### config.mk
export PLATFORM = sky130hd
export DESIGN_NAME = dma_flyby_ch
export DESIGN_NICKNAME = d
export VERILOG_FILES = /design/src/rtl/dma_pkg.sv /design/src/rtl/dma_pair_check.sv /design/src/rtl/dma_addr_step.sv /design/src/rtl/dma_flyby_ch.sv
export SDC_FILE = /design/constraint.sdc
export NUM_CORES = 1
export LEC_CHECK = 0
export BUFFER_PORTS_ARGS = -buffer_cell sky130_fd_sc_hd__buf_2
export CAP_MARGIN = 30
export CORE_MARGIN = 8
export CORE_UTILIZATION = 55
export CTS_BUF_LIST = sky130_fd_sc_hd__clkbuf_4 sky130_fd_sc_hd__clkbuf_8
export CTS_CLUSTER_SIZE = 8
export DETAILED_ROUTE_END_ITERATION = 16
export GPL_ROUTABILITY_DRIVEN = 0
export PLACE_DENSITY_LB_ADDON = 0.1
export SYNTH_ARGS = -nofsm -noshare
export SYNTH_HDL_FRONTEND = slang
export SYNTH_SLANG_ARGS = --single-unit
### constraint.sdc
create_clock -name clk -period 8.1 [get_ports clk]
set_input_delay 0.81 -clock clk [delete_from_list [all_inputs] [get_ports clk]]
set_output_delay 0.81 -clock clk [all_outputs]
set_load 0.02 [all_outputs]
### src/rtl/dma_pkg.sv
package dma_pkg;
  localparam logic [2:0] EP_ACKDEV = 3'd0;
  localparam logic [2:0] EP_XMEM   = 3'd1;
  localparam logic [2:0] EP_XDEV   = 3'd2;
  localparam logic [2:0] EP_PERI   = 3'd3;
  localparam logic [2:0] EP_IMEM   = 3'd4;

  localparam logic [1:0] SEL_SRC = 2'd0;
  localparam logic [1:0] SEL_DST = 2'd1;
  localparam logic [1:0] SEL_CNT = 2'd2;
  localparam logic [1:0] SEL_CTL = 2'd3;

  localparam logic [1:0] STEP_FIX = 2'd0;
  localparam logic [1:0] STEP_INC = 2'd1;
  localparam logic [1:0] STEP_DEC = 2'd2;

  typedef enum logic [2:0] {
    ST_IDLE, ST_REQ, ST_RD, ST_WR, ST_FLY, ST_REL
  } st_t;
endpackage

### src/rtl/dma_pair_check.sv
module dma_pair_check
  import dma_pkg::*;
#(
  parameter logic [1:0] PERIPH_SIZE = 2'd1
) (
  input  logic [2:0] src_t,
  input  logic [2:0] dst_t,
  input  logic [1:0] size,
  output logic       ok,
  output logic       single
);
  logic src_ack, dst_ack, src_ext, dst_ext, valid, pair_ok, size_ok, has_peri;

  always_comb begin
    src_ack  = (src_t == EP_ACKDEV);
    dst_ack  = (dst_t == EP_ACKDEV);
    src_ext  = (src_t == EP_XMEM) || (src_t == EP_XDEV);
    dst_ext  = (dst_t == EP_XMEM) || (dst_t == EP_XDEV);
    valid    = (src_t <= EP_IMEM) && (dst_t <= EP_IMEM);
    pair_ok  = (src_ack && dst_ext) || (dst_ack && src_ext) || (!src_ack && !dst_ack);
    has_peri = (src_t == EP_PERI) || (dst_t == EP_PERI);
    size_ok  = (size <= 2'd2) && (!has_peri || size == PERIPH_SIZE);
    ok       = valid && pair_ok && size_ok;
    single   = src_ack || dst_ack;
  end
endmodule

### src/rtl/dma_addr_step.sv
module dma_addr_step
  import dma_pkg::*;
#(
  parameter int AW = 32
) (
  input  logic [AW-1:0] addr,
  input  logic [1:0]    mode,
  input  logic [1:0]    size,
  output logic [AW-1:0] next
);
  logic [AW-1:0] delta;

  always_comb begin
    delta = AW'(1) << size;
    case (mode)
      STEP_INC: next = addr + delta;
      STEP_DEC: next = addr - delta;
      default:  next = addr;
    endcase
  end
endmodule

### src/rtl/dma_flyby_ch.sv
module dma_flyby_ch
  import dma_pkg::*;
#(
  parameter int         AW          = 32,
  parameter int         DW          = 32,
  parameter int         CW          = 16,
  parameter logic [1:0] PERIPH_SIZE = 2'd1
) (
  input  logic          clk,
  input  logic          rst,
  input  logic          cfg_we,
  input  logic [1:0]    cfg_sel,
  input  logic [AW-1:0] cfg_wdata,
  output logic          busy,
  output logic          done,
  output logic          err,
  output logic          irq,
  input  logic          dreq,
  output logic          dack,
  output logic          bus_req,
  input  logic          bus_gnt,
  output logic [AW-1:0] bus_addr,
  output logic          bus_rd,
  output logic          bus_wr,
  output logic [1:0]    bus_size,
  output logic [DW-1:0] bus_wdata,
  input  logic [DW-1:0] bus_rdata
);
  localparam logic [CW-1:0] CNT_ONE = CW'(1);

  st_t           state;
  logic [AW-1:0] src_a, dst_a, src_nx, dst_nx;
  logic [CW-1:0] cnt;
  logic [DW-1:0] hold;
  logic [2:0]    src_t, dst_t;
  logic [1:0]    size_r, src_m, dst_m;
  logic          burst_r, single_r, en_r, done_r, err_r, irq_r;
  logic          pair_ok, pair_single, go_wr, step_src, step_dst;

  // legality of the pairing carried by the control word being written
  dma_pair_check #(.PERIPH_SIZE(PERIPH_SIZE)) i_pair (
    .src_t (cfg_wdata[3:1]),
    .dst_t (cfg_wdata[6:4]),
    .size  (cfg_wdata[8:7]),
    .ok    (pair_ok),
    .single(pair_single)
  );

  dma_addr_step #(.AW(AW)) i_src_step (
    .addr(src_a), .mode(src_m), .size(size_r), .next(src_nx)
  );
  dma_addr_step #(.AW(AW)) i_dst_step (
    .addr(dst_a), .mode(dst_m), .size(size_r), .next(dst_nx)
  );

  assign go_wr    = cfg_we && (cfg_sel == SEL_CTL) && cfg_wdata[0];
  // fly-by only moves the memory-side address; two-cycle moves both
  assign step_src = !single_r || (dst_t == EP_ACKDEV);
  assign step_dst = !single_r || (src_t == EP_ACKDEV);

  always_ff @(posedge clk) begin
    if (rst) begin
      state    <= ST_IDLE;
      src_a    <= '0;
      dst_a    <= '0;
      cnt      <= '0;
      hold     <= '0;
      src_t    <= '0;
      dst_t    <= '0;
      size_r   <= '0;
      src_m    <= '0;
      dst_m    <= '0;
      burst_r  <= 1'b0;
      single_r <= 1'b0;
      en_r     <= 1'b0;
      done_r   <= 1'b0;
      err_r    <= 1'b0;
      irq_r    <= 1'b0;
    end else begin
      irq_r <= 1'b0;
      if (cfg_we) begin
        case (cfg_sel)
          SEL_SRC: src_a <= cfg_wdata;
          SEL_DST: dst_a <= cfg_wdata;
          SEL_CNT: cnt   <= cfg_wdata[CW-1:0];
          default: begin
            src_t    <= cfg_wdata[3:1];
            dst_t    <= cfg_wdata[6:4];
            size_r   <= cfg_wdata[8:7];
            src_m    <= cfg_wdata[10:9];
            dst_m    <= cfg_wdata[12:11];
            burst_r  <= cfg_wdata[13];
            single_r <= pair_single;
          end
        endcase
      end
      if (go_wr) begin
        if (pair_ok && cnt != '0) begin
          en_r   <= 1'b1;
          done_r <= 1'b0;
          err_r  <= 1'b0;
        end else begin
          en_r  <= 1'b0;
          err_r <= 1'b1;
        end
      end
      case (state)
        ST_IDLE: if (en_r && dreq) state <= ST_REQ;
        ST_REQ:  if (bus_gnt) state <= single_r ? ST_FLY : ST_RD;
        ST_RD: begin
          hold  <= bus_rdata;
          state <= ST_WR;
        end
        ST_WR, ST_FLY: begin
          if (step_src) src_a <= src_nx;
          if (step_dst) dst_a <= dst_nx;
          cnt <= cnt - CNT_ONE;
          if (cnt == CNT_ONE) begin
            en_r   <= 1'b0;
            done_r <= 1'b1;
            irq_r  <= 1'b1;
            state  <= ST_REL;
          end else if (burst_r) begin
            state <= single_r ? ST_FLY : ST_RD;
          end else begin
            state <= ST_REL;
          end
        end
        ST_REL:  if (!bus_gnt) state <= ST_IDLE;
        default: state <= ST_IDLE;
      endcase
    end
  end

  always_comb begin
    bus_req   = (state == ST_REQ) || (state == ST_RD) || (state == ST_WR) || (state == ST_FLY);
    dack      = (state == ST_FLY);
    bus_rd    = (state == ST_RD) || (dack && dst_t == EP_ACKDEV);
    bus_wr    = (state == ST_WR) || (dack && src_t == EP_ACKDEV);
    bus_wdata = (state == ST_WR) ? hold : '0;
    case (state)
      ST_RD:   bus_addr = src_a;
      ST_WR:   bus_addr = dst_a;
      ST_FLY:  bus_addr = (dst_t == EP_ACKDEV) ? src_a : dst_a;
      default: bus_addr = '0;
    endcase
  end

  assign bus_size = size_r;
  assign busy     = en_r || (state != ST_IDLE);
  assign done     = done_r;
  assign err      = err_r;
  assign irq      = irq_r;


  dack_dual_chk: assert property (@(posedge clk) disable iff (rst) dack |-> single_r);

  access_gnt_chk: assert property (@(posedge clk) disable iff (rst) (bus_rd || bus_wr) |-> bus_gnt);

  bad_start_chk: assert property (@(posedge clk) disable iff (rst)
    (go_wr && !pair_ok) |=> (err_r && !en_r));

  irq_pulse_chk: assert property (@(posedge clk) disable iff (rst) irq_r |=> !irq_r);

  irq_count_chk: assert property (@(posedge clk) disable iff (rst) irq_r |-> (cnt == '0 && done_r));

  no_dreq_chk: assert property (@(posedge clk) disable iff (rst)
    (state == ST_IDLE && !dreq) |=> !bus_req);
endmodule

==> results.yml <==
logic_synthesis:
  yosys-top-cells-area: "dfxtp_1 28%, ha_1 8.9%, a21oi_1 6.9%"
  yosys.area.top_type: "dfxtp_1"
  synth_area_per_cell_um2: 7.60
  synth_ff_type: "dfxtp_1"
  ys_types: 80
  netlist_area_um2: 9400
  yosysMostFrequentCell: "nand2_1"
  synth_top_area_share_pct: 28.3
  synth.top_cells.by_count: "160 x nand2_1, 151 x nor2_1, 133 x dfxtp_1"
  yosys_warnings: 0
  synth_async_sr_flop_share_pct: 0
  synth_cells: 1237
  synth-edff-count: 0
  ys_seq_area_share_pct: 28.3
  synth_nets: 1377
  synth-seq-cells: 133
cts:
  cts.sinks: 133
  cts_buffer_depth: 2
  cts_tree: "yes"
  cts_buffers: 17
  clkTransAtPathRegs_ns: 0.08
  cts-root-buf: "clkbuf_8"
  h-tree-depth: 4
  cts_resized: 0
  clk-insertion-delay-late_ns: 0.46
  postCtsSetupBuffers: 0
  hold_buffers: 0
die:
  coreArea_um2: 17000
  dieWidth_um: 147
  num_rows: 48
  start_util_pct: 55.3
  die_h_um: 147
  io-pin-count: 145
  dieArea_um2: 21500
finish:
  nets: 1477
  multi_input_area_um2: 6360
  synthToLayoutAreaGrowth_pct: 13.2
  regArea_um2: 2660
  nFillCells: 1607
  layout-drive-gt1-share_pct: 16.4
  diodes: 0
routing:
  avgRoutedWirePerCell_um: 18.8
  vias: 9605
  drt_iter0_drc: 774
  wl_met1_mm: 13.6
  wl_met2_mm: 12.9
  dr_wl_met3_mm: 2.34
  drt_first_pass_iters: 6
  dr.max_layer_used: "met4"
  drc_errors: 0
  postRouteAntennaNets: 0
  vias_per_cell: 6.10
  wirelength_mm: 29.6
timing:
  drv_slew: 0
  fin_skew_ns: 0.0116
  fmax_mhz: 227
  relSlewSlack_pct: 34.6
  period_share_pct: 54.3
  hold_ws_ns: 0.450
  tightest_slew_ns: 0.978
  tns_ns: 0
  fin_crit_ns: 4.40
  finalSetupViolCount: 0
  hold_violations: 0
  rsz0062_at_grt: "false"
critical_path:
  crit_type: "flip-flop to flip-flop"
  crit_arrival_ns: 4.75
  ff2ff_setup_slack_ns: 3.70
  r2r_end: "src_a[30]$_SDFFE_PP0P_"
  crit_fanout: 16
  reg2reg_depth: 14
  start_kind: "flip-flop"
  cp-startpoint: "src_m[0]$_SDFFE_PP0P_"
  worstPathRequired_ns: 8.45
  worstReg2RegStart: "src_m[0]$_SDFFE_PP0P_"
  cp-end-kind: "flip-flop"
hold_path:
  holdPathEnd: "hold[26]$_SDFFE_PP0P_"
  hold_depth: 2
  hold_path.startpoint: "hold[26]$_SDFFE_PP0P_"
  hold_path_class: "flip-flop to flip-flop"
global_routing:
  antenna_found_initial: 0
  grt_pass1_vias: 8709
  grt_pass1_wl_mm: 47.0
  overflow: 0
  grt_max_degree: 92
  groute.usage.overall_pct: 26.8
placement:
  io_buffers: 144
  hpwl_mm: 21.9
outcome:
  status: "finished, final reports clean"
power:
  leakagePower_nw: 4.66
  p_total_mw: 1.59
  p_per_area_nw_per_um2: 150
  vdd_drop_max_mv: 0.122
job:
  maxCapViolations: 0
## kinds of logic (layout without fill, tap and decap cells)
family                     after synthesis  in the layout  share of synthesized area [%]
buffers and inverters                   97            210                           4.11
xor gates and xnor gates                51             51                           4.75
AOI/OAI and AO/OA                      388            388                           28.3
DFF                                    133            133                           28.3
adders and majority gates               69             69                           9.35
muxes                                   10             10                           1.09
and+or+nand+nor                        489            489                           24.1
## layer usage
layer / vias to the layer above / track usage (%)
li1: 4730 / -
met1: 4478 / 37.3
met2: 347 / 39.4
met3: 50 / 6.80
met4: 0 / 9.02
met5: - / 0
## layout by cell type, fill, tap and decap left out, types with 20 or more instances in the layout
cell and n:
ha_1 67, buf_2 143, xor2_1 28, o21ai_0 39, a22o_1 32, a2111oi_0 32, nand2_1 160, dfxtp_1 133
and2_1 36, nand3_1 21, nor3_1 37, a211oi_1 22, a21o_1 22, a21oi_1 129, inv_1 25, nor2_1 151
xnor2_1 23, o22ai_1 20
## per-stage QoR
step                instances  area [um2]  util (%)  setup slack, ns
floorplan                1237        9400         -             4.27
global placement         1542       10200      59.9             3.82
detailed placement       1543       10200      60.1             3.73
CTS                      1575       10600      62.6             3.70
global route             1575       10600      62.6             3.41
finish                   1575       10600      62.6             3.70
## area by class of cell
cell class                 instances  area share [%]
clock buffer                      19            2.40
clock inverter                    13            1.61
inverter                          25           0.882
multi-input combinational       1007            59.8
sequential                       133            25.0
tap                              225            2.65
timing repair buffer             153            7.62
## sequential cells by signal (all words and copies together) (netlist names)
register and flops:
burst_r 1, bus_size 2, cnt 16, done 1, dst_a 32, dst_m 2, dst_t 3, en_r 1
err 1, hold 32, irq 1, single_r 1, src_a 32, src_m 2, src_t 3, state 3
## critical path, cell delays in order, from the launching register on
cell       delay, ns
dfxtp_1         0.32
inv_1           0.06
ha_1            0.65
inv_1           0.17
nand2_1         0.55
ha_1            0.42
and3_1          0.22
a221o_1         0.35
a2111oi_2       0.41
a211oi_2        0.09
a21oi_2         0.21
o21ai_2         0.10
a311oi_2        0.27
nor4_1          0.07
or3_1           0.38
## power by group
group          total, mW  internal, mW  switching, mW
combinational      0.277         0.104          0.173
clock              0.609         0.320          0.289
sequential         0.708         0.677         0.0308
## worst max path at each step
| stage | end | cells past startpoint |
|---|---|---|
| 2_1_floorplan | src_a[30]$_SDFFE_PP0P_ | 15 |
| 3_3_place_gp | dst_a[25]$_SDFFE_PP0P_ | 14 |
| 3_5_place_dp | src_a[30]$_SDFFE_PP0P_ | 14 |
| 4_1_cts | src_a[30]$_SDFFE_PP0P_ | 14 |
| 5_1_grt | dst_a[28]$_SDFFE_PP0P_ | 13 |
| 6_report | src_a[30]$_SDFFE_PP0P_ | 14 |
Power figures use the tool's default switching activity.
